## config.mk

```make
export PLATFORM = sky130hd
export DESIGN_NAME = pwm_timer16
export DESIGN_NICKNAME = d
export VERILOG_FILES = /design/src/rtl/pwm_timer16.sv
export SDC_FILE = /design/constraint.sdc
export NUM_CORES = 1
export LEC_CHECK = 0
export BUFFER_PORTS_ARGS = -buffer_cell sky130_fd_sc_hd__clkbuf_2
export CAP_MARGIN = 15
export CORE_MARGIN = 1.5
export CORE_UTILIZATION = 60
export CTS_CLUSTER_DIAMETER = 150
export DETAILED_ROUTE_END_ITERATION = 7
export GPL_TIMING_DRIVEN = 0
export PLACE_DENSITY = 0.78
export SYNTH_ARGS = -nofsm -noshare
export SYNTH_HDL_FRONTEND = slang
export SYNTH_SLANG_ARGS = --single-unit
```

## constraint.sdc

```tcl
create_clock -name clk -period 4.3 [get_ports clk]
set_input_delay 0.86 -clock clk [delete_from_list [all_inputs] [get_ports clk]]
set_output_delay 0.86 -clock clk [all_outputs]
set_load 0.01 [all_outputs]
```

## src/rtl/pwm_timer16.sv

```systemverilog
module pwm_timer16 #(
  parameter int SYNC_STAGES = 2
) (
  input  logic       clk,
  input  logic       rst_n,
  input  logic [2:0] reg_addr,
  input  logic       reg_wr,
  input  logic [7:0] reg_wdata,
  output logic [7:0] reg_rdata,
  input  logic       cap_in,
  output logic       pwm_out,
  output logic       match_pulse
);

  localparam int CW = 16;
  localparam int PW = 8;

  logic [2:0]    clk_sel;
  logic          pwm_en, cap_mode, pol;
  logic [CW-1:0] period_q, duty_q, cmp_q, cnt_q, cap_q;
  logic [PW-1:0] psc_q;
  logic [SYNC_STAGES-1:0] sync_q;
  logic          prev_q;

  wire [PW-1:0] psc_mask = PW'((9'd2 << clk_sel) - 9'd1);
  wire tick     = (psc_q & psc_mask) == psc_mask;
  wire mode_wr  = reg_wr && reg_addr == 3'd1;
  wire cap_rise = sync_q[SYNC_STAGES-1] & ~prev_q;
  wire active   = cnt_q <= duty_q;

  always_ff @(posedge clk) begin
    if (!rst_n) begin
      clk_sel  <= '0;
      pwm_en   <= 1'b0;
      cap_mode <= 1'b0;
      pol      <= 1'b0;
      period_q <= '1;
      duty_q   <= '0;
      cmp_q    <= '1;
    end else if (reg_wr) begin
      case (reg_addr)
        3'd0: clk_sel <= reg_wdata[2:0];
        3'd1: {pol, cap_mode, pwm_en} <= reg_wdata[2:0];
        3'd2: if (pwm_en) duty_q[7:0]    <= reg_wdata; else cmp_q[7:0]  <= reg_wdata;
        3'd3: if (pwm_en) duty_q[15:8]   <= reg_wdata; else cmp_q[15:8] <= reg_wdata;
        3'd4: if (pwm_en) period_q[7:0]  <= reg_wdata; else cmp_q[7:0]  <= reg_wdata;
        3'd5: if (pwm_en) period_q[15:8] <= reg_wdata; else cmp_q[15:8] <= reg_wdata;
        default: ;
      endcase
    end
  end

  always_ff @(posedge clk) begin
    if (!rst_n) begin
      psc_q       <= '0;
      cnt_q       <= '0;
      match_pulse <= 1'b0;
    end else if (mode_wr) begin
      psc_q       <= '0;
      cnt_q       <= '0;
      match_pulse <= 1'b0;
    end else begin
      psc_q       <= psc_q + PW'(1);
      match_pulse <= tick && !pwm_en && !cap_mode && cnt_q == cmp_q;
      if (tick) begin
        if (pwm_en)
          cnt_q <= (cnt_q >= period_q) ? '0 : cnt_q + CW'(1);
        else if (!cap_mode)
          cnt_q <= (cnt_q == cmp_q) ? '0 : cnt_q + CW'(1);
        else
          cnt_q <= cnt_q + CW'(1);
      end
    end
  end

  always_ff @(posedge clk) begin
    if (!rst_n) begin
      sync_q <= '0;
      prev_q <= 1'b0;
      cap_q  <= '0;
    end else begin
      sync_q <= {sync_q[SYNC_STAGES-2:0], cap_in};
      prev_q <= sync_q[SYNC_STAGES-1];
      if (cap_rise && cap_mode) cap_q <= cnt_q;
    end
  end

  wire [CW-1:0] data_view = pwm_en ? duty_q : (cap_mode ? cap_q : cnt_q);

  always_comb begin
    case (reg_addr)
      3'd0:    reg_rdata = {5'd0, clk_sel};
      3'd1:    reg_rdata = {5'd0, pol, cap_mode, pwm_en};
      3'd2:    reg_rdata = data_view[7:0];
      3'd3:    reg_rdata = data_view[15:8];
      default: reg_rdata = 8'h00;
    endcase
  end

  assign pwm_out = pwm_en ? (pol ? active : ~active) : ~pol;

  assert_tick_spacing_R1: assert property (@(posedge clk) disable iff (!rst_n)
    tick |=> !tick);

  assert_wrap_R2: assert property (@(posedge clk) disable iff (!rst_n)
    (pwm_en && tick && cnt_q >= period_q) |=> cnt_q == '0);

  assert_start_active_R3: assert property (@(posedge clk) disable iff (!rst_n)
    (pwm_en && cnt_q == '0) |-> pwm_out == pol);

  assert_idle_level_R3: assert property (@(posedge clk) disable iff (!rst_n)
    !pwm_en |-> pwm_out == !pol);

  assert_full_duty_R4: assert property (@(posedge clk) disable iff (!rst_n)
    (pwm_en && duty_q >= period_q && cnt_q <= period_q) |-> pwm_out == pol);

  assert_duty_locked_R5: assert property (@(posedge clk) disable iff (!rst_n)
    !pwm_en |=> $stable(duty_q) && $stable(period_q));

  assert_match_clears_R8: assert property (@(posedge clk) disable iff (!rst_n)
    match_pulse |-> cnt_q == '0);

  assert_capture_hold_R9: assert property (@(posedge clk) disable iff (!rst_n)
    !cap_rise |=> $stable(cap_q));

  assert_mode_clear_R10: assert property (@(posedge clk) disable iff (!rst_n)
    mode_wr |=> cnt_q == '0 && psc_q == '0);

endmodule

```

==> run_results.csv <==
group,metric,value,unit
floorplanning,start_util,0.623,
power_and_ir_drop,ir_drop,0.144,mV
floorplanning,fp-row-count,35,
routing,met3_length,1150,um
global_route,grt-ovfl-total,0,
critical_path,cp_data_arrival_time,2640,ps
critical_path,critPathCaptureType,"output port",
critical_path,path_cells,"ha_1 -> nor2b_1 -> o21a_1 -> o21ai_0 -> a211oi_1 -> o31ai_1 -> nor3b_1 -> clkbuf_2",
floorplanning,core_area,9330,sq um
critical_path,slowest_delay,710,ps
outcome,outcome,"completed",
routing,vias,4976,
routing,wire_per_inst,18.7,um
synthesis,synthCells,672,
global_route,grt_pass1_wl,24700,um
synthesis,synthFlopType,"dfxtp_1",
layout,drive_gt1_frac,0.117,
clock_network,cts-resized-gates,0,
critical_path,r2r_slack,1230,ps
critical_path,r2r_cells,9,
layout,area_delta_synth_final,7.84,%
layout,nets,753,
sta,finalClockSkew,22.1,ps
min_path,hold_path_depth,1,
clock_network,htree_num_levels,3,
routing,first_iter_violations,313,
critical_path,cp.required,3440,ps
critical_path,crit_fanout,8,
clock_network,clk_path_buf_depth,2,
sta,relSlewSlack,0.400,
synthesis,syn_area,5810,sq um
clock_network,numCtsBuffers,9,
global_route,antenna_found_initial,1,
place,gp_congestion,0.908,
min_path,hp-class,"flop to flop",
layout,final_cell_mix,"nand2_1, dfxtp_1, mux2i_1, inv_1, ha_1",
synthesis,synth_edf_count,0,
floorplanning,die-area,10300,sq um
synthesis,ys_ff_latch,98,
routing,drt_pass1_iterations,5,
sta,setup_viol,0,
critical_path,start_kind,"flop",
clock_network,clockRootBuffer,"clkbuf_8",
clock_network,clock_sinks,98,
run,max-cap-violations,0,
clock_network,cts_tree,"built",
power_and_ir_drop,power.density,269,nW/um^2
routing,route.layer.met1.wl,6890,um
place,dpl-instance-area,6070,sq um
critical_path,criticalPathCategory,"flop to output port",
sta,setup-tns-final,0,ps
critical_path,worstReg2RegStart,"cnt_q[0]$_SDFFE_PP0N_",
sta,period_needed,3500,ps
sta,max_freq,285,MHz
synthesis,yosys_warnings,0,
synthesis,synth_nets,722,
critical_path,timing.rr.end,"cnt_q[5]$_SDFFE_PP0N_",
routing,drcViolationCount,0,
min_path,worstHoldStart,"sync_q[0]$_SDFF_PN0_",
routing,wl,15700,um
routing,ant_nets,0,
clock_network,worstSkewPairLatency,390,ps
floorplanning,fp.dieH,101,um
synthesis,syn_avg_cell_area,8.64,sq um
floorplanning,ios,25,
layout,fin_area,6260,sq um
global_route,grt_max_degree,19,
routing,drt-vias-per-instance,5.95,
sta,worst_pin_slew,887,ps
routing,dr_wl_met2,7190,um
place,io_buffers,20,
power_and_ir_drop,leakage,0.00253,uW
layout,num_antenna_cells,0,
clock_network,postCtsSetupBuffers,0,
floorplanning,die_width,101,um
clock_network,clk_pin_slew,110,ps
synthesis,ys_types,62,
sta,fin_crit_sh,0.815,
synthesis,ys_seq_area_frac,0.338,
global_route,grt_usage,0.316,
clock_network,cts_hold_buf,0,
min_path,min_to,"sync_q[1]$_SDFF_PN0_",
layout,utilization,0.671,
place,place_hpwl,11400,um
sta,maxSlewViolCount,0,
global_route,grt_pass1_vias,4793,
critical_path,cp_slowest_cell,"dfxtp_1",
synthesis,postSynth.asyncResetShare,0,
layout,fillers,753,
routing,top_layer,"met4",
sta,rsz0062_at_grt,"false",
sta,finalHoldViolations,0,
==> layer usage <==
metal	up-vias	GRT usage
li1	2402	-
met1	2357	0.418
met2	177	0.507
met3	40	0.0614
met4	0	0.132
met5	-	0
==> synthesized netlist by cell type, drive strengths merged, types with 4 or more instances <==
library cell | number | area [sq um]
or2 | 4 | 25.0
nand4 | 20 | 125
inv | 37 | 139
xor2 | 20 | 175
nor3 | 10 | 50.1
clkbuf | 28 | 106
a21boi | 16 | 120
nor2b | 27 | 169
nand2 | 98 | 368
mux2i | 68 | 681
nor4 | 7 | 43.8
a21oi | 24 | 120
and2 | 8 | 50.1
dfxtp | 98 | 1960
and3 | 4 | 25.0
o211ai | 8 | 60.1
buf | 26 | 171
a21o | 8 | 60.1
o22a | 11 | 96.3
o21ai | 15 | 75.1
a31oi | 4 | 25.0
nand3 | 19 | 95.1
nor2 | 26 | 108
ha | 35 | 438
a41oi | 7 | 106
xnor2 | 4 | 35.0
==> cells by family (layout without fill, tap and decap cells) <==
kind of cell,after synthesis,in the layout,share of synthesized area
mux,70,70,0.125
flops,98,98,0.338
buf+inv,91,127,0.0717
xor+xnor,24,24,0.0362
compound gates,109,109,0.141
fa+ha+maj,36,36,0.0773
simple gates,244,244,0.211
==> how the worst max path moves through the flow <==
stage | from | endpoint | slack, ps
5_1_grt | cnt_q[1]$_SDFFE_PP0N_ | pwm_out | 660
3_3_place_gp | reg_addr[0] | reg_rdata[4] | 1030
2_1_floorplan | reg_addr[0] | reg_rdata[3] | 1230
3_5_place_dp | reg_addr[0] | reg_rdata[3] | 980
4_1_cts | cnt_q[1]$_SDFFE_PP0N_ | pwm_out | 860
6_report | cnt_q[1]$_SDFFE_PP0N_ | pwm_out | 800
==> through the flow <==
stage / setup WS, ps / power [uW] / hold WS (ps) / instances
6_report: 797 / 1690 / 455 / 837
5_1_grt: 657 / 1740 / 484 / 837
4_1_cts: 861 / 1680 / 452 / 837
3_5_place_dp: 983 / 1100 / 423 / 821
3_3_place_gp: 1030 / 1100 / 417 / 821
2_1_floorplan: 1230 / 1050 / 412 / 672
==> worst max-delay path: cells and delay by family, from the launching register on <==
family                   cells  cell delay (ps)
flip-flops                   1              710
buffers and inverters        1              160
AO/OA/AOI/OAI                4              680
adder cells (fa/ha/maj)      1              360
AND/OR/NAND/NOR              2              360
==> power by group <==
part	internal (uW)	switching (uW)	total (uW)
logic	56.3	93.0	149
clock network	239	365	603
registers	920	14.7	935
==> final cells by class <==
| type | count | area (sq um) | share of cell area |
|---|---|---|---|
| clock inverter | 6 | 56.3 | 0.00899 |
| sequential | 98 | 1960 | 0.313 |
| multi-input combinational | 483 | 3430 | 0.548 |
| buffer | 54 | 278 | 0.0443 |
| clock buffer | 10 | 138 | 0.0220 |
| timing repair buffer | 20 | 100 | 0.0160 |
| inverter | 37 | 139 | 0.0222 |
| tap | 129 | 161 | 0.0258 |
==> registers in the layout (all words and copies together) (netlist names) <==
| register | cells |
|---|---|
| cap_mode | 1 |
| cap_q | 16 |
| clk_sel | 3 |
| cmp_q | 16 |
| cnt_q | 16 |
| duty_q | 16 |
| match_pulse | 1 |
| period_q | 16 |
| pol | 1 |
| prev_q | 1 |
| psc_q | 8 |
| pwm_en | 1 |
| sync_q | 2 |
(Power assumes the default switching activity.)
